File: config.mk
export PLATFORM = sky130hd
export DESIGN_NAME = sram_ctl
export DESIGN_NICKNAME = d
export VERILOG_FILES = /design/src/rtl/sram_ctl_pkg.sv /design/src/rtl/sram_ctl_seq.sv /design/src/rtl/sram_ctl_strobe.sv /design/src/rtl/sram_ctl_rdcap.sv /design/src/rtl/sram_ctl.sv
export SDC_FILE = /design/constraint.sdc
export NUM_CORES = 1
export LEC_CHECK = 0
export ABC_AREA = 1
export BUFFER_PORTS_ARGS = -buffer_cell sky130_fd_sc_hd__buf_4
export CAP_MARGIN = 10
export CORE_ASPECT_RATIO = 0.7
export CORE_MARGIN = 1.5
export CORE_UTILIZATION = 25
export DETAILED_ROUTE_END_ITERATION = 16
export GPL_TIMING_DRIVEN = 0
export PLACE_DENSITY = 0.55
export SLEW_MARGIN = 30
export SYNTH_ARGS = -nofsm -noshare
export SYNTH_HDL_FRONTEND = slang
export SYNTH_SLANG_ARGS = --single-unit
export TNS_END_PERCENT = 30
File: constraint.sdc
create_clock -name clk -period 1.9 [get_ports clk]
set_clock_uncertainty 0.1 [all_clocks]
set_input_delay 0.285 -clock clk [delete_from_list [all_inputs] [get_ports clk]]
set_output_delay 0.285 -clock clk [all_outputs]
set_load 0.02 [all_outputs]
File: src/rtl/sram_ctl_pkg.sv
// Shared types and helpers for the static RAM access sequencer.
// Assumes: nothing beyond standard SystemVerilog.
package sram_ctl_pkg;

    // Phases of one access
    typedef enum logic [2:0] {
        ST_IDLE   = 3'd0,
        ST_READ   = 3'd1,
        ST_TURN   = 3'd2,
        ST_WSETUP = 3'd3,
        ST_WPULSE = 3'd4,
        ST_WHOLD  = 3'd5
    } acc_state_t;

    // Memory-side control bundle, all strobes active low
    typedef struct packed {
        logic ce_n;
        logic oe_n;
        logic we_n;
        logic ub_n;
        logic lb_n;
        logic dq_oe;
    } mem_ctl_t;

    // Integer ceiling division used for ns-to-cycle conversion
    function automatic int cdiv(input int num, input int den);
        return (num + den - 1) / den;
    endfunction

    // Larger of two integers
    function automatic int imax(input int a, input int b);
        return (a > b) ? a : b;
    endfunction

endpackage

File: src/rtl/sram_ctl_seq.sv
// Access phase sequencer: accepts a request when idle and walks it through
// read, turnaround and the three write phases using one down-counter.
// Assumes: cycle counts are already rounded up and are at least 1
// (TURN_CYC may be 0, which removes the turnaround phase).
module sram_ctl_seq
    import sram_ctl_pkg::*;
#(
    parameter int RD_CYC   = 2,
    parameter int WPUL_CYC = 1,
    parameter int TURN_CYC = 1
) (
    input  logic       clk,
    input  logic       rst_n,
    input  logic       req_valid,
    input  logic       req_write,
    output acc_state_t state,
    output logic       ready,
    output logic       rd_last,
    output logic       wr_last
);
    localparam int MAXC      = imax(imax(RD_CYC, WPUL_CYC), imax(TURN_CYC, 1));
    localparam int CNT_W     = $clog2(MAXC + 1);
    localparam int TURN_LOAD = (TURN_CYC > 0) ? TURN_CYC - 1 : 0;

    logic [CNT_W-1:0] cnt_q;
    logic             after_rd_q;
    logic             cnt_zero;

    assign cnt_zero = (cnt_q == '0);
    assign ready    = (state == ST_IDLE);
    assign rd_last  = (state == ST_READ) && cnt_zero;
    assign wr_last  = (state == ST_WHOLD);

    // Phase register, remaining-cycle counter and read-history flag
    always_ff @(posedge clk) begin
        if (!rst_n) begin
            state      <= ST_IDLE;
            cnt_q      <= '0;
            after_rd_q <= 1'b0;
        end else begin
            case (state)
                ST_IDLE: begin
                    if (req_valid) begin
                        if (req_write) begin
                            after_rd_q <= 1'b0;
                            if (after_rd_q && (TURN_CYC > 0)) begin
                                state <= ST_TURN;
                                cnt_q <= CNT_W'(TURN_LOAD);
                            end else begin
                                state <= ST_WSETUP;
                            end
                        end else begin
                            after_rd_q <= 1'b1;
                            state      <= ST_READ;
                            cnt_q      <= CNT_W'(RD_CYC - 1);
                        end
                    end
                end
                ST_READ: begin
                    if (cnt_zero) state <= ST_IDLE;
                    else          cnt_q <= cnt_q - CNT_W'(1);
                end
                ST_TURN: begin
                    if (cnt_zero) state <= ST_WSETUP;
                    else          cnt_q <= cnt_q - CNT_W'(1);
                end
                ST_WSETUP: begin
                    state <= ST_WPULSE;
                    cnt_q <= CNT_W'(WPUL_CYC - 1);
                end
                ST_WPULSE: begin
                    if (cnt_zero) state <= ST_WHOLD;
                    else          cnt_q <= cnt_q - CNT_W'(1);
                end
                ST_WHOLD: state <= ST_IDLE;
                default:  state <= ST_IDLE;
            endcase
        end
    end

    // A turnaround phase only ever leads into a write setup
    assert property (@(posedge clk) disable iff (!rst_n)
        (state == ST_TURN) |=> (state == ST_TURN) || (state == ST_WSETUP))
        else $error("assert_turn_to_write_R7");

endmodule

File: src/rtl/sram_ctl_strobe.sv
// Strobe decoder: maps the current phase and latched lane enables onto the
// memory control pins and the bus drive-enable.
// Assumes: lane enable bit 1 is the upper byte, bit 0 the lower byte.
module sram_ctl_strobe
    import sram_ctl_pkg::*;
(
    input  acc_state_t state,
    input  logic [1:0] be,
    output mem_ctl_t   ctl
);
    // Pure decode of the phase into active-low pins
    always_comb begin
        ctl = '{ce_n: 1'b1, oe_n: 1'b1, we_n: 1'b1, ub_n: 1'b1, lb_n: 1'b1, dq_oe: 1'b0};
        case (state)
            ST_READ: begin
                ctl.ce_n = 1'b0;
                ctl.oe_n = 1'b0;
                ctl.ub_n = ~be[1];
                ctl.lb_n = ~be[0];
            end
            ST_WSETUP, ST_WHOLD: begin
                ctl.ce_n  = 1'b0;
                ctl.ub_n  = ~be[1];
                ctl.lb_n  = ~be[0];
                ctl.dq_oe = 1'b1;
            end
            ST_WPULSE: begin
                ctl.ce_n  = 1'b0;
                ctl.we_n  = 1'b0;
                ctl.ub_n  = ~be[1];
                ctl.lb_n  = ~be[0];
                ctl.dq_oe = 1'b1;
            end
            default: ;
        endcase
    end
endmodule

File: src/rtl/sram_ctl_rdcap.sv
// Read capture: latches each enabled byte lane of the bus on the final read
// cycle and forces lanes that were not enabled to zero.
// Assumes: capture is a single-cycle pulse aligned with the last read cycle.
module sram_ctl_rdcap #(
    parameter int LANE_W = 8,
    parameter int LANES  = 2
) (
    input  logic                    clk,
    input  logic                    rst_n,
    input  logic                    capture,
    input  logic [LANES-1:0]        be,
    input  logic [LANES*LANE_W-1:0] dq_in,
    output logic [LANES*LANE_W-1:0] rdata
);
    for (genvar g = 0; g < LANES; g++) begin : g_lane
        logic [LANE_W-1:0] lane_q;

        // Per-lane capture register with masking
        always_ff @(posedge clk) begin
            if (!rst_n)       lane_q <= '0;
            else if (capture) lane_q <= be[g] ? dq_in[g*LANE_W +: LANE_W] : '0;
        end

        assign rdata[g*LANE_W +: LANE_W] = lane_q;
    end
endmodule

File: src/rtl/sram_ctl.sv
// Static RAM access sequencer top: latches a request, converts nanosecond
// minimums into cycle counts, sequences strobes and bus drive, and returns
// a one-cycle done flag with masked read data.
// Assumes: the pad ring builds the bidirectional bus from mem_dq_out,
// mem_dq_oe and mem_dq_in; the clock period is CLK_NS.
module sram_ctl
    import sram_ctl_pkg::*;
#(
    parameter int ADDR_W           = 17,
    parameter int CLK_NS           = 10,
    parameter int T_AA_NS          = 10,
    parameter int T_RC_NS          = 10,
    parameter int T_PWE_NS         = 7,
    parameter int T_WC_NS          = 10,
    parameter int T_SD_NS          = 5,
    parameter int SAMPLE_MARGIN_NS = 2,
    parameter int TURN_CYC         = 1
) (
    input  logic              clk,
    input  logic              rst_n,
    input  logic              req_valid,
    output logic              req_ready,
    input  logic              req_write,
    input  logic [ADDR_W-1:0] req_addr,
    input  logic [1:0]        req_be,
    input  logic [15:0]       req_wdata,
    output logic              rsp_done,
    output logic [15:0]       rsp_rdata,
    output logic [ADDR_W-1:0] mem_addr,
    output logic              mem_ce_n,
    output logic              mem_oe_n,
    output logic              mem_we_n,
    output logic              mem_ub_n,
    output logic              mem_lb_n,
    output logic [15:0]       mem_dq_out,
    output logic              mem_dq_oe,
    input  logic [15:0]       mem_dq_in
);
    localparam int LANE_W   = 8;
    localparam int LANES    = 2;
    localparam int RD_CYC   = imax(1, cdiv(imax(T_AA_NS + SAMPLE_MARGIN_NS, T_RC_NS), CLK_NS));
    localparam int WPUL_CYC = imax(imax(1, cdiv(T_PWE_NS, CLK_NS)),
                                   imax(cdiv(T_WC_NS, CLK_NS) - 2, cdiv(T_SD_NS, CLK_NS) - 1));

    acc_state_t        state;
    mem_ctl_t          ctl;
    logic              rd_last;
    logic              wr_last;
    logic              take;
    logic [ADDR_W-1:0] addr_q;
    logic [1:0]        be_q;
    logic [15:0]       wdata_q;
    logic              done_q;

    assign take = req_valid && req_ready;

    sram_ctl_seq #(
        .RD_CYC   (RD_CYC),
        .WPUL_CYC (WPUL_CYC),
        .TURN_CYC (TURN_CYC)
    ) i_seq (
        .clk       (clk),
        .rst_n     (rst_n),
        .req_valid (req_valid),
        .req_write (req_write),
        .state     (state),
        .ready     (req_ready),
        .rd_last   (rd_last),
        .wr_last   (wr_last)
    );

    sram_ctl_strobe i_strobe (
        .state (state),
        .be    (be_q),
        .ctl   (ctl)
    );

    sram_ctl_rdcap #(
        .LANE_W (LANE_W),
        .LANES  (LANES)
    ) i_rdcap (
        .clk     (clk),
        .rst_n   (rst_n),
        .capture (rd_last),
        .be      (be_q),
        .dq_in   (mem_dq_in),
        .rdata   (rsp_rdata)
    );

    // Hold the accepted request for the whole access
    always_ff @(posedge clk) begin
        if (!rst_n) begin
            addr_q  <= '0;
            be_q    <= '0;
            wdata_q <= '0;
        end else if (take) begin
            addr_q  <= req_addr;
            be_q    <= req_be;
            wdata_q <= req_wdata;
        end
    end

    // One-cycle completion flag after the final access cycle
    always_ff @(posedge clk) begin
        if (!rst_n) done_q <= 1'b0;
        else        done_q <= rd_last || wr_last;
    end

    assign rsp_done   = done_q;
    assign mem_addr   = addr_q;
    assign mem_dq_out = wdata_q;
    assign mem_ce_n   = ctl.ce_n;
    assign mem_oe_n   = ctl.oe_n;
    assign mem_we_n   = ctl.we_n;
    assign mem_ub_n   = ctl.ub_n;
    assign mem_lb_n   = ctl.lb_n;
    assign mem_dq_oe  = ctl.dq_oe;

    // Idle means every strobe released and the bus not driven
    assert_idle_quiet_R1: assert property (@(posedge clk) disable iff (!rst_n)
        req_ready |-> (mem_ce_n && mem_oe_n && mem_we_n && !mem_dq_oe));

    // Output-enable low only with select low and strobe high
    assert_read_strobes_R2: assert property (@(posedge clk) disable iff (!rst_n)
        !mem_oe_n |-> (!mem_ce_n && mem_we_n));

    // Strobe may only fall after a cycle of select low and data driven
    assert_pulse_framed_R4: assert property (@(posedge clk) disable iff (!rst_n)
        $fell(mem_we_n) |-> ($past(!mem_ce_n) && $past(mem_dq_oe)));

    // Never drive the bus while the memory may drive it
    assert_no_contention_R6: assert property (@(posedge clk) disable iff (!rst_n)
        mem_dq_oe |-> mem_oe_n);

    // Drive starts only after a cycle where the memory output was off
    assert_turnaround_R7: assert property (@(posedge clk) disable iff (!rst_n)
        $rose(mem_dq_oe) |-> $past(mem_oe_n));

    // Address, lanes and data frozen while the strobe is low
    assert_stable_pulse_R8: assert property (@(posedge clk) disable iff (!rst_n)
        !mem_we_n |-> ($stable(mem_addr) && $stable({mem_ub_n, mem_lb_n}) && $stable(mem_dq_out)));

    // Done never lasts two cycles
    assert_done_single_R9: assert property (@(posedge clk) disable iff (!rst_n)
        rsp_done |=> !rsp_done);

endmodule

Word-level counts from Yosys, hierarchy flattened
Index checks and enable logic that the tools add are counted.
{ "op_classes": {"n_addsub": 1, "n_mul": 0, "n_div": 0, "n_lt_le_gt_ge": 0, "eq_ne": 11, "shifts": 0, "muxes": 20, "bitwise_logic": 2, "reduce_logical": 12} }
{ "op_table": {"columns": ["cell", "n"], "rows": [
  ["8-bit two-way mux", 2],
  ["3-bit one-hot mux with 5 select lines", 1],
  ["2-bit two-way mux", 6],
  ["3-bit two-way mux", 4],
  ["4-bit AND reduction", 2],
  ["3-bit by 2-bit equality test with 1-bit output (second input constant)", 2],
  ["3-bit equality test (second input constant)", 2],
  ["1-bit two-way mux", 6],
  ["2-bit by 1-bit != test with 1-bit output (second input constant)", 3],
  ["2-bit one-hot mux with 3 select lines", 1],
  ["3-bit OR reduction", 2],
  ["2-bit != test (second input constant)", 2],
  ["4-bit OR reduction", 1],
  ["3-bit by 1-bit equality test with 1-bit output (second input constant)", 1],
  ["3-bit zero test", 1],
  ["3-bit by 2-bit != test with 1-bit output (second input constant)", 1],
  ["3-bit nonzero test", 1],
  ["1-bit logical AND", 2],
  ["2-bit zero test", 1],
  ["1-bit NOT", 2],
  ["2-bit AND reduction", 1],
  ["2-bit by 1-bit subtractor with 2-bit output (second input constant)", 1],
  ["1-bit logical OR", 1]
]} }
{ "totals": {"reg_bits": 58, "latch_bits": 0, "mem_bits_rw": 0, "mem_bits_ro": 0, "inputBits": 55, "out_inout_bits": 57, "word_cells": 55, "n_memories": 0} }

Longest topological paths before layout
Gate-level depths: netlist (run 1).
{ "depth": {"ltp_word": 4, "ltp_mapped": 11, "depth_no_buf": 9} }

Hierarchy
A second synthesis (run 1) with hierarchy kept.
{ "unflattened": {"cells_unflattened": 368, "area_unflattened_um2": 2615.0} }
{ "by_module_without_submodules": {"columns": ["module", "instances", "cells_per_inst", "area_per_inst_um2", "seq_area_each_um2"], "rows": [
  ["sram_ctl", 1, 224, 1488.9, 720.7],
  ["sram_ctl_rdcap", 1, 72, 673.1, 320.3],
  ["sram_ctl_seq", 1, 62, 402.9, 120.1],
  ["sram_ctl_strobe", 1, 10, 50.0, 0.0]
]} }

Worst setup path after synthesis (run 1)
OpenSTA, ideal clock, no wires.
{ "synth_path": {"path_type": "flip-flop to output port", "startpoint": "register i_seq.state[1]", "endpoint": "output port mem_lb_n", "arrival_time_ns": 1.354, "required_ns": 1.515, "setup_slack_ns": 0.161, "path_stages_with_launch": 6, "path_cell_list": "dfxtp_1 buf_6 inv_2 o21ai_0 inv_1 nand2_1"} }
{ "synth_between": {"elab_chain_cells": 3, "elab_cells_between_ends": 6, "classes_between": "4 x eq/ne; 1 x mux; 1 x reduce/logical"} }
{ "synth_lines": {"columns": ["item", "line_no", "text"], "rows": [
  ["from (decl)", "sram_ctl_seq.sv:16", "output acc_state_t state,"],
  ["from (signal assigned)", "sram_ctl_seq.sv:37", "state <= ST_IDLE;"],
  ["from (signal assigned)", "sram_ctl_seq.sv:47", "state <= ST_TURN;"],
  ["from (signal assigned)", "sram_ctl_seq.sv:50", "state <= ST_WSETUP;"],
  ["3-bit equality test, or another cell as far along", "sram_ctl_strobe.sv:14", "case (state)"],
  ["4-bit OR reduction (no source line) *", null, null],
  ["2-bit two-way mux *", null, null],
  ["to (decl)", "sram_ctl.sv:34", "output logic mem_lb_n,"]
]} }
Mark *: on every way between the ends. The rest lies on a longest branch, timed or not.

Worst setup path after layout (run 1)
{ "layout_path": {"startpoint": "register i_seq.state[0]", "endpoint": "output port req_ready"} }
{ "layout_between": {"elab_chain_cells": 1} }
{ "layout_lines": {"columns": ["item", "line_no", "text"], "rows": [
  ["3-bit zero test", "sram_ctl_seq.sv:30", "assign ready = (state == ST_IDLE);"],
  ["to (decl)", "sram_ctl.sv:22", "output logic req_ready,"]
]} }
No other way between the ends.

==> results of run 1 <==
## final cells by class
cell class / instances / area share [%]
clock inverters: 3 / 0.414
flip-flops and latches: 58 / 32.0
clock buffers: 12 / 7.06
plain buffers: 22 / 4.31
well taps: 124 / 4.27
inverters: 13 / 1.41
multi-input cells: 206 / 27.6
repair buffers: 111 / 22.9
## power breakdown
group | internal, mW | total (mW) | switching (mW)
combinational | 0.797 | 1.94 | 1.15
clock | 0.937 | 1.47 | 0.536
sequential | 1.40 | 1.50 | 0.0966
total | 3.14 | 4.92 | 1.78
## per-layer routing
metal  vias to the layer above  track usage (%)  wire (um)
li1                       1244                -          -
met1                      1132             18.9       3260
met2                        98             20.6       2910
met3                         8             7.61        820
met4                         0             5.59         96
met5                         -                0          0
## cell usage after synthesis
| cell | number | area share (%) |
|---|---|---|
| nor2_1 | 7 | 1.1 |
| nand2_1 | 70 | 11 |
| nor3_1 | 1 | 0.21 |
| o21ai_0 | 4 | 0.85 |
| inv_1 | 7 | 1.1 |
| clkbuf_1 | 8 | 1.3 |
| nand3b_1 | 1 | 0.32 |
| nand4_4 | 1 | 0.90 |
| ha_1 | 1 | 0.53 |
| a21oi_1 | 55 | 12 |
| nand3_1 | 54 | 11 |
| nand3_2 | 2 | 0.85 |
| nand2_2 | 3 | 0.80 |
| nand4_1 | 2 | 0.53 |
| buf_4 | 3 | 0.95 |
| inv_2 | 6 | 0.95 |
| nor2_4 | 1 | 0.48 |
| nand2_4 | 1 | 0.48 |
| buf_1 | 2 | 0.32 |
| dfxtp_1 | 58 | 49 |
| buf_6 | 7 | 3.3 |
| a21oi_2 | 3 | 1.1 |
| buf_2 | 2 | 0.42 |
## sequential cells by signal, summed over array words and instances, names as in the netlist
signal,cells
i_seq.cnt_q,2
i_seq.state,3
be_q,2
mem_addr,17
mem_dq_out,16
i_seq.after_rd_q,1
rsp_done,1
i_rdcap.g_lane.lane_q,16
## kinds of logic after synthesis
family | Yosys count
simple gates | 143
buf+inv | 35
fa+ha+maj | 1
compound gates | 62
flops | 58
## worst min path at each step
stage	startpoint	depth (start not counted)	slack, ns	to
floorplan	rst_n	2	0.31	i_seq.cnt_q[0]
detailed placement	mem_dq_out[6]	2	0.35	mem_dq_out[6]
CTS	rst_n	3	0.11	i_seq.state[0]
finish	rst_n	3	0.12	i_seq.state[0]
global route	mem_dq_in[12]	3	0.12	i_rdcap.g_lane[1].lane_q[4]
global placement	mem_addr[16]	2	0.35	mem_addr[16]
## what timing repair did
item,CTS,global route
setup buffers,0,0
gates resized for setup,0,5
hold buffers,0,0
endpoints found under the setup margin,0,3
## worst reg2reg max path: cells and delay by family, from the launching register on
family	cells	cell delay, ns
buffers and inverters	3	0.38
DFF	1	0.32
AOI/OAI and AO/OA	1	0.16
and+or+nand+nor	2	0.27
adders and majority gates	1	0.27
==> key figures, run 1 <==
Outcome
  • Outcome: finished, final reports clean

Flow run
  • Max-cap viol count: 0

Logic synthesis
  • Synth Area in XOR/XNOR: 0%
  • Flop and latch count out of synthesis: 58
  • YS warnings: 0
  • Register area share after synthesis: 49.2%
  • Compound-Gate Fraction of Synth Area: 13.6%
  • Simple-gate area share of the yosys netlist: 28.3%
  • Gate Count Post-Synth: 299
  • Syn Area/Cell: 7.89 um2
  • Syn Nets: 355
  • Main combinational cell family by area after synthesis: simple AND/OR/NAND/NOR gates
  • Number of distinct library cells after synthesis: 23
  • Mapped cell area: 0.00236 mm2
  • Adder-cell area share of the yosys netlist: 0.530%
  • Mux cell area share after synthesis: 0%

Clocking
  • Clock transition at path regs: 0.05 ns
  • Worst-Skew Late Latency: 0.32 ns
  • CTS tree: done
  • Total clock buffers created by CTS: 9
  • H-tree levels: 3
  • Clock Tree Buf Depth: 2
  • Root Driver: clkbuf_16
  • TritonCTS Sinks: 58

Setup path
  • Startpoint Class: flip-flop
  • Worst setup path startpoint: i_seq.state[0]
  • Critical path's most frequent cell: buf_8
  • Worst path required time: 1.51 ns
  • CP Max Fanout: 10
  • CP delay by family, top: buffers and inverters
  • Crit path depth: 7
  • Max stage delay on crit path: 0.30 ns
  • Crit-path cells: buf_6 > inv_2 > nand2_4 > nor2_4 > buf_8 > buf_8 > buf_4
  • Crit-path slowest cell: dfxtp_1
  • CP bufs+invs: 5
  • Flop-to-flop setup slack: 0.33 ns
  • Crit Reg-Reg Endpoint: i_rdcap.g_lane[1].lane_q[5]
  • FF-to-FF Start: i_seq.cnt_q[0]
  • Worst setup EP type: primary output
  • Reg2reg path depth: 7
  • Worst path arrival time: 1.43 ns
  • Crit path kind: reg -> out
  • Critical path destination: req_ready

Floorplan
  • Height of the die: 84.3 um
  • Total Die Area: around 0.010 mm2
  • I/O pins: 112
  • Die W: roughly 120 um
  • Row Count: 29
  • Core Box Area: 0.00911 mm2
  • Starting Density: about 26%

Placement
  • IO Port Bufs: 111
  • DP Cell Count: 534
  • Cell Area, Placed: ~0.0033 mm2
  • DP HPWL: 5170 um
  • Pre-CTS setup slack: approximately 0.32 ns
  • RePlAce Congestion: 0.739

Route
  • Drt initial violations: ~130
  • WL/cell: 12.9 um
  • Vias per inst: 4.52
  • Vias: between 2000 and 2500
  • Remaining antenna violation count: 0
  • Post-Route WL: 7090 um
  • Pre-antenna DRT Iters: 6
  • DRC Markers: 0

Timing
  • Min Tclk post-route: 1.81 ns
  • Fmax: 552 MHz
  • Fin. max-slew vios: 0
  • Final Cycle Share: 95.3%
  • Setup WS post-layout: approximately 0.09 ns
  • WHS: 0.123 ns
  • RSZ-0062 raised after global routing: no
  • Worst-Margin Slew: 0.552 ns
  • Final setup viols: 0
  • Slew margin rel.: between 60% and 70%
  • Setup TNS: 0 ns
  • Hold Vio Cnt, Final: 0

Power and ir drop
  • Leakage: between 1.5 and 2 nW
  • Power Density: 1350 mW/mm2
  • Power, Total: just under 5 mW
  • Worst ir drop on vdd: 0.717 mV

GRT
  • Global-route wire length before repair: 11400 um
  • Vias in the first global route: 2321
  • Pin count of the biggest net entering global routing: 11
  • Tot GR Track Use: between 10% and 20%
  • Initial antenna violation count: 0
  • GRT Residual Overflow: 0

Layout
  • Layout fillers: roughly 950
  • P&R area growth vs syn: 53.9%
  • Reg area: 0.00116 mm2
  • Nets@finish: between 400 and 500
  • Util after Layout: 39.9%
  • Layout cell share with drive strength beyond 1: 36.5%
  • Most frequent cells in the layout: 114 x buf_4, 70 x nand2_1, 57 x dfxtp_1
  • Inserted Diodes: 0
  • Multi-input gate area: between 0.001 and 0.0015 mm2
  • Fin area: roughly 0.0036 mm2
  • Finished Layout Cells: ~550
  • Commonest non-fill, non-tap cell in the layout: buf_4

Hold path
  • Hold WC Path Type: in -> reg
(Power assumes the default switching activity.)
==> run 2, diff against run 1 <==
==> constraint.sdc (replaced) <==
create_clock -name clk -period 1.89 [get_ports clk]
set_clock_uncertainty 0.1 [all_clocks]
set_input_delay 0.2835 -clock clk [delete_from_list [all_inputs] [get_ports clk]]
set_output_delay 0.2835 -clock clk [all_outputs]
set_load 0.005 [all_outputs]
==> run 2 against run 1 <==
  * Combinational power down 11%
  * Critical path depth is 1 lower
  * Global-route usage stayed put
  * Sequential share of layout area barely moved
  * Largest power group unchanged
  * Routed wire length hardly changed
  * Highest routed layer unchanged
  * Register-to-register slack about the same
  * Core utilization fell by 0.055 points
  * Clock-buffer cell count is the same
==> key figures, run 2 (same netlist as run 1, synthesis figures left out) <==
Placement
  • DP HPWL: 5170 um (unchanged)
  • RePlAce Congestion: 0.739 (unchanged)
  • DP Cell Count: 534 (unchanged)
  • IO Port Bufs: 111 (unchanged)

Setup path
  • Critical path destination: req_ready (unchanged)
  • Worst setup path startpoint: i_seq.state[2] (was i_seq.state[0])
  • Flop-to-flop setup slack: 0.32 ns (was 0.33 ns)
  • Crit Reg-Reg Endpoint: i_rdcap.g_lane[1].lane_q[5] (unchanged)
  • Reg2reg path depth: 7 (unchanged)
  • Worst path required time: 1.51 ns (about the same)
  • Crit path kind: reg -> out (unchanged)
  • Startpoint Class: flip-flop (unchanged)
  • Worst setup EP type: primary output (unchanged)
  • FF-to-FF Start: i_seq.cnt_q[0] (unchanged)
  • CP Max Fanout: 10 (unchanged)
  • Worst path arrival time: 1.43 ns (about the same)

Route
  • Remaining antenna violation count: 0 (unchanged)
  • Vias: 2481 (was 2482)
  • Post-Route WL: 7090 um (about the same)
  • Pre-antenna DRT Iters: 6 (unchanged)
  • Vias per inst: 4.52 (about the same)
  • WL/cell: 12.9 um (about the same)
  • DRC Markers: 0 (unchanged)
  • Drt initial violations: 133 (unchanged)

Floorplan
  • Core Box Area: 0.00911 mm2 (unchanged)
  • Total Die Area: 0.0100 mm2 (unchanged)
  • Die W: 119 um (unchanged)
  • Starting Density: 25.9% (unchanged)
  • Height of the die: 84.3 um (unchanged)
  • I/O pins: 112 (unchanged)
  • Row Count: 29 (unchanged)

Clocking
  • Worst-Skew Late Latency: 0.32 ns (about the same)
  • Post-CTS Hold Fix Bufs: 0 (unchanged)
  • CTS tree: done (unchanged)
  • H-tree levels: 3 (unchanged)
  • Total clock buffers created by CTS: 9 (unchanged)
  • Clock Tree Buf Depth: 2 (unchanged)
  • Post-CTS Setup Bufs: 0 (unchanged)
  • Root Driver: clkbuf_16 (unchanged)
  • TritonCTS Sinks: 58 (unchanged)
  • Clock transition at path regs: 0.05 ns (about the same)

Layout
  • Nets@finish: 477 (unchanged)
  • Number of flip-flops in the largest register: 17 (unchanged)
  • Most frequent cells in the layout: 114 x buf_4, 70 x nand2_1, 58 x dfxtp_1 (was 114 x buf_4, 70 x nand2_1, 57 x dfxtp_1)
  • Util after Layout: 39.8% (was 39.9%)
  • Layout cell share with drive strength beyond 1: 36.2% (was 36.5%)
  • Inserted Diodes: 0 (unchanged)
  • Finished Layout Cells: 549 (unchanged)
  • Commonest non-fill, non-tap cell in the layout: buf_4 (unchanged)
  • P&R area growth vs syn: 53.7% (was 53.9%)

Power and ir drop
  • Power, Total: 4.71 mW (was 4.92 mW)
  • Clock power share: 31.5% (was 30.0%)
  • Switching part of the total: 33.5% (was 36.2%)
  • Leakage: 1.57 nW (was 1.58 nW)
  • Combinational power share: 36.5% (was 39.5%)
  • Power Density: 1300 mW/mm2 (was 1350 mW/mm2)
  • Worst ir drop on vdd: 0.677 mV (was 0.717 mV)
  • Internal: 3.13 mW (was 3.14 mW)
  • Seq pwr share: 32.0% (was 30.5%)
  • Sw power: 1.58 mW (was 1.78 mW)

Timing
  • Worst-Margin Slew: 0.552 ns (unchanged)
  • Fin. max-slew vios: 0 (unchanged)
  • Min Tclk post-route: 1.81 ns
  • Final setup viols: 0 (unchanged)
  • RSZ-0062 raised after global routing: no (unchanged)
  • Final Cycle Share: a little over nine tenths
  • WHS: 0.121 ns (was 0.123 ns)
  • Slew margin rel.: 63.2% (unchanged)
  • Hold Vio Cnt, Final: 0 (unchanged)
  • Setup TNS: 0 ns (unchanged)
  • Fmax: 552 MHz

Hold path
  • Hold WC Path Type: in -> reg (unchanged)

GRT
  • Pin count of the biggest net entering global routing: 11 (unchanged)
  • GRT Residual Overflow: 0 (unchanged)
  • Initial antenna violation count: 0 (unchanged)
  • Tot GR Track Use: 14.6% (unchanged)
  • Global-route wire length before repair: 11400 um (unchanged)
  • Vias in the first global route: 2321 (unchanged)

Outcome
  • Outcome: finished, final reports clean (unchanged)

Flow run
  • Max-cap viol count: 0 (unchanged)
==> run 2: stage by stage <==
step	instance area, um2	setup WS (ns)
3_5_place_dp	3350	0.307
6_report	3630	0.0789
4_1_cts	3620	0.0281
2_1_floorplan	2360	0.534
5_1_grt	3630	0.00342
3_3_place_gp	3350	0.338
==> run 2: critical path, stage by stage (launching register included) <==
cell	delay (ns)
dfxtp_1	0.44
inv_4	0.10
nand2_4	0.11
nor2_4	0.04
buf_8	0.14
buf_6	0.14
buf_4	0.13
==> run 2: worst min-delay path by stage <==
stage               slack [ns]  depth (start not counted)                     endpoint           from
CTS                       0.11                          3               i_seq.state[0]          rst_n
detailed placement        0.35                          2                mem_dq_out[6]  mem_dq_out[6]
global placement          0.35                          2                 mem_addr[16]   mem_addr[16]
finish                    0.12                          3               i_seq.state[0]          rst_n
floorplan                 0.30                          2               i_seq.cnt_q[0]          rst_n
global route              0.12                          3  i_rdcap.g_lane[1].lane_q[4]  mem_dq_in[12]
==> run 2: per-layer routing <==
| layer | part of all wire, % | global-route usage [%] | vias up |
|---|---|---|---|
| li1 | - | - | 1244 |
| met1 | 46 | 18.9 | 1131 |
| met2 | 41 | 20.6 | 98 |
| met3 | 12 | 7.61 | 8 |
| met4 | 1.4 | 5.59 | 0 |
| met5 | 0 | 0 | - |
==> run 2: area by class of cell <==
type	count	area (um2)
Clock buffer	12	256
Multi-Input combinational cell	206	1000
Tap cell	124	155
Fill cell	954	5480
Sequential cell	58	1160
Timing Repair Buffer	111	833
Buffer	22	153
Clock inverter	3	15.0
Inverter	13	51.3
==> run 2: power by group through the flow <==
stage          clock network (mW)  registers (mW)  logic (mW)
3_5_place_dp                    0            1.53        1.73
5_1_grt                      1.58            1.53        1.92
3_3_place_gp                    0            1.52        1.72
6_report                     1.48            1.51        1.72
2_1_floorplan                   0            1.53        1.09
4_1_cts                      1.53            1.51        1.73
==> run 2: repair_timing <==
action	CTS	global route
hold endpoints to repair	0	0
resized for setup	0	3
setup endpoints to repair	0	2
==> run 3, diff against run 2 <==
--- a/config.mk
+++ b/config.mk
@@ -13,7 +13,7 @@
 export CORE_UTILIZATION = 25
 export DETAILED_ROUTE_END_ITERATION = 16
 export GPL_TIMING_DRIVEN = 0
-export PLACE_DENSITY = 0.55
+export PLACE_DENSITY = 0.57
 export SLEW_MARGIN = 30
 export SYNTH_ARGS = -nofsm -noshare
 export SYNTH_HDL_FRONTEND = slang
==> constraint.sdc (replaced) <==
create_clock -name clk -period 1.61 [get_ports clk]
set_clock_uncertainty 0.1 [all_clocks]
set_input_delay 0.2415 -clock clk [delete_from_list [all_inputs] [get_ports clk]]
set_output_delay 0.2415 -clock clk [all_outputs]
set_load 0.005 [all_outputs]
==> run 3 against run 2 <==
  * Routed wire length rose by 6.1%
  * Critical path depth did not move
  * Die area did not move
  * Core utilization rose by 1.5 points
  * Clock-buffer cell count rose by 1
  * Combinational power rose by 31%
  * Register-to-register slack got worse by 0.20 ns
  * Sequential share of layout area fell by 0.94 points
  * Cell count rose by 1.3%
  * Largest power group unchanged
  * First-iteration DRC count fell by 3.0%
  * Hold slack got worse by 0.055 ns
  * Global-route usage rose by 0.63 points
==> key figures, run 3 (same netlist as run 1, synthesis figures left out) <==
Route
  • Drt initial violations: 129 (was 133)
  • Post-Route WL: 7520 um (was 7090 um)
  • Vias: 2543 (was 2481)
  • DRC Markers: 0 (unchanged)
  • Pre-antenna DRT Iters: 5 (was 6)
  • Remaining antenna violation count: 0 (unchanged)
  • Vias per inst: 4.57 (was 4.52)
  • WL/cell: 13.5 um (was 12.9 um)

Timing
  • Setup TNS: 0 ns (unchanged)
  • Worst-Margin Slew: 0.540 ns (was 0.552 ns)
  • Min Tclk post-route: 1.58 ns
  • Fmax: ~630 MHz
  • RSZ-0062 raised after global routing: yes (was no)
  • Slew margin rel.: 64.0% (was 63.2%)
  • Final Cycle Share: 98.4%
  • Hold Vio Cnt, Final: 0 (unchanged)
  • Fin. max-slew vios: 0 (unchanged)
  • Final setup viols: 0 (unchanged)
  • WHS: 0.0659 ns (was 0.121 ns)

Clocking
  • Clock Tree Buf Depth: 2 (unchanged)
  • CTS tree: done (unchanged)
  • Root Driver: clkbuf_16 (unchanged)
  • Clock transition at path regs: 0.05 ns (about the same)
  • TritonCTS Sinks: 58 (unchanged)
  • Total clock buffers created by CTS: 9 (unchanged)
  • H-tree levels: 3 (unchanged)
  • Worst-Skew Late Latency: 0.32 ns (about the same)

Layout
  • Layout cell share with drive strength beyond 1: 40.0% (was 36.2%)
  • Most frequent cells in the layout: 124 x buf_4, 68 x nand2_1, 55 x a21oi_1, 55 x dfxtp_1, 53 x nand3_1 (was 114 x buf_4, 70 x nand2_1, 58 x dfxtp_1)
  • Number of flip-flops in the largest register: 17 (unchanged)
  • Nets@finish: 486 (was 477)
  • P&R area growth vs syn: 59.5% (was 53.7%)
  • Commonest non-fill, non-tap cell in the layout: buf_4 (unchanged)
  • Inserted Diodes: 0 (unchanged)

Outcome
  • Outcome: finished, final reports clean (unchanged)

Setup path
  • Crit-path cells: buf_8 > inv_8 > o21ai_4 > inv_2 > nand2_1 > buf_4 (was inv_4 > nand2_4 > nor2_4 > buf_8 > buf_6 > buf_4)
  • Startpoint Class: flip-flop (unchanged)
  • Worst path required time: 1.27 ns (was 1.51 ns)
  • CP Max Fanout: 7 (was 10)
  • Crit path kind: reg -> out (unchanged)
  • Worst path arrival time: 1.24 ns (was 1.43 ns)
  • Crit-path slowest cell: dfxtp_2 (was dfxtp_1)
  • Max stage delay on crit path: 0.33 ns (was 0.44 ns)
  • Worst setup EP type: primary output (unchanged)

GRT
  • GRT Residual Overflow: 0 (unchanged)
  • Initial antenna violation count: 0 (unchanged)
  • Tot GR Track Use: 15.2% (was 14.6%)
  • Global-route wire length before repair: 11900 um (was 11400 um)
  • Pin count of the biggest net entering global routing: 11 (unchanged)
  • Vias in the first global route: 2382 (was 2321)

Floorplan
  • Starting Density: 25.9% (unchanged)
  • Total Die Area: 0.0100 mm2 (unchanged)
  • Row Count: 29 (unchanged)
  • Die W: 119 um (unchanged)
  • I/O pins: 112 (unchanged)
  • Core Box Area: 0.00911 mm2 (unchanged)
  • Height of the die: 84.3 um (unchanged)

Power and ir drop
  • Power Density: 1540 mW/mm2 (was 1300 mW/mm2)
  • Leakage: 1.62 nW (was 1.57 nW)
  • Worst ir drop on vdd: 0.729 mV (was 0.677 mV)

Placement
  • IO Port Bufs: 111 (unchanged)
  • RePlAce Congestion: 0.864 (was 0.739)
  • DP HPWL: 5320 um (was 5170 um)

Flow run
  • Max-cap viol count: 0 (unchanged)

Hold path
  • Hold WC Path Type: in -> reg (unchanged)
run 3: cell count changes in the layout (fill, tap and decap cells not counted), sizes merged:
cell	delta
buf	+10
clkinv	-3
run 3: path summary, 6_finish.rpt:
| path | slack, ns | endpoint | depth (start not counted) | start |
|---|---|---|---|---|
| worst min register to register | 0.36 | mem_dq_out[2] | 2 | mem_dq_out[2] |
| worst max register to register | 0.12 | mem_dq_out[4] | 8 | i_seq.state[0] |
| worst min-delay path | 0.07 | i_seq.state[0] | 3 | rst_n |
| worst max-delay path | 0.03 | mem_lb_n | 6 | i_seq.state[1] |
run 3: critical path, delay by kind of cell (launching register included):
kind                   cells  cell delay, ns
buffers and inverters      4            0.36
DFF                        1            0.33
AOI/OAI and AO/OA          1            0.17
and+or+nand+nor            1            0.06
run 3: power breakdown:
part	total [mW]	leakage (nW)	internal, mW	switching (mW)
clock	1.69	0.128	1.10	0.596
combinational	2.26	1.02	1.07	1.19
sequential	1.84	0.475	1.67	0.172
total	5.79	1.62	3.83	1.96
run 3: per-stage QoR:
stage	utilization, %	worst slack (ns)	power, mW	std cells	cell area [um2]
after detailed placement	36.8	0.0312	3.84	534	3350
after CTS	40.6	-0.0347	5.79	553	3700
after floorplan	-	0.254	3.07	299	2360
final	41.3	0.0262	5.79	556	3760
after global placement	36.8	0.0617	3.80	534	3350
after global routing	41.3	-0.0386	6.18	556	3760
run 3: timing repair:
| item | in CTS | in global routing |
|---|---|---|
| gates resized for setup | 14 | 17 |
| cloned | 0 | 0 |
| pin swaps | 2 | 5 |
| setup endpoints to repair | 5 | 39 |
| hold buffers | 0 | 0 |
| buffers inserted | 8 | 5 |
run 3: per-layer routing:
| layer | wire (um) | track usage (%) | up-vias |
|---|---|---|---|
| met3 | 756 | 7.20 | 12 |
| li1 | - | - | 1261 |
| met4 | 100 | 5.48 | 0 |
| met1 | 3570 | 20.4 | 1160 |
| met2 | 3090 | 21.3 | 110 |
| met5 | 0 | 0 | - |
run 3: area by class of cell:
class,count,area (um2)
Timing Repair Buffer,124,942
Multi-Input combinational cell,206,1040
Clock buffer,13,260
Tap cell,124,155
Fill cell,954,5340
Inverter,13,68.8
Buffer,18,126
Sequential cell,58,1170
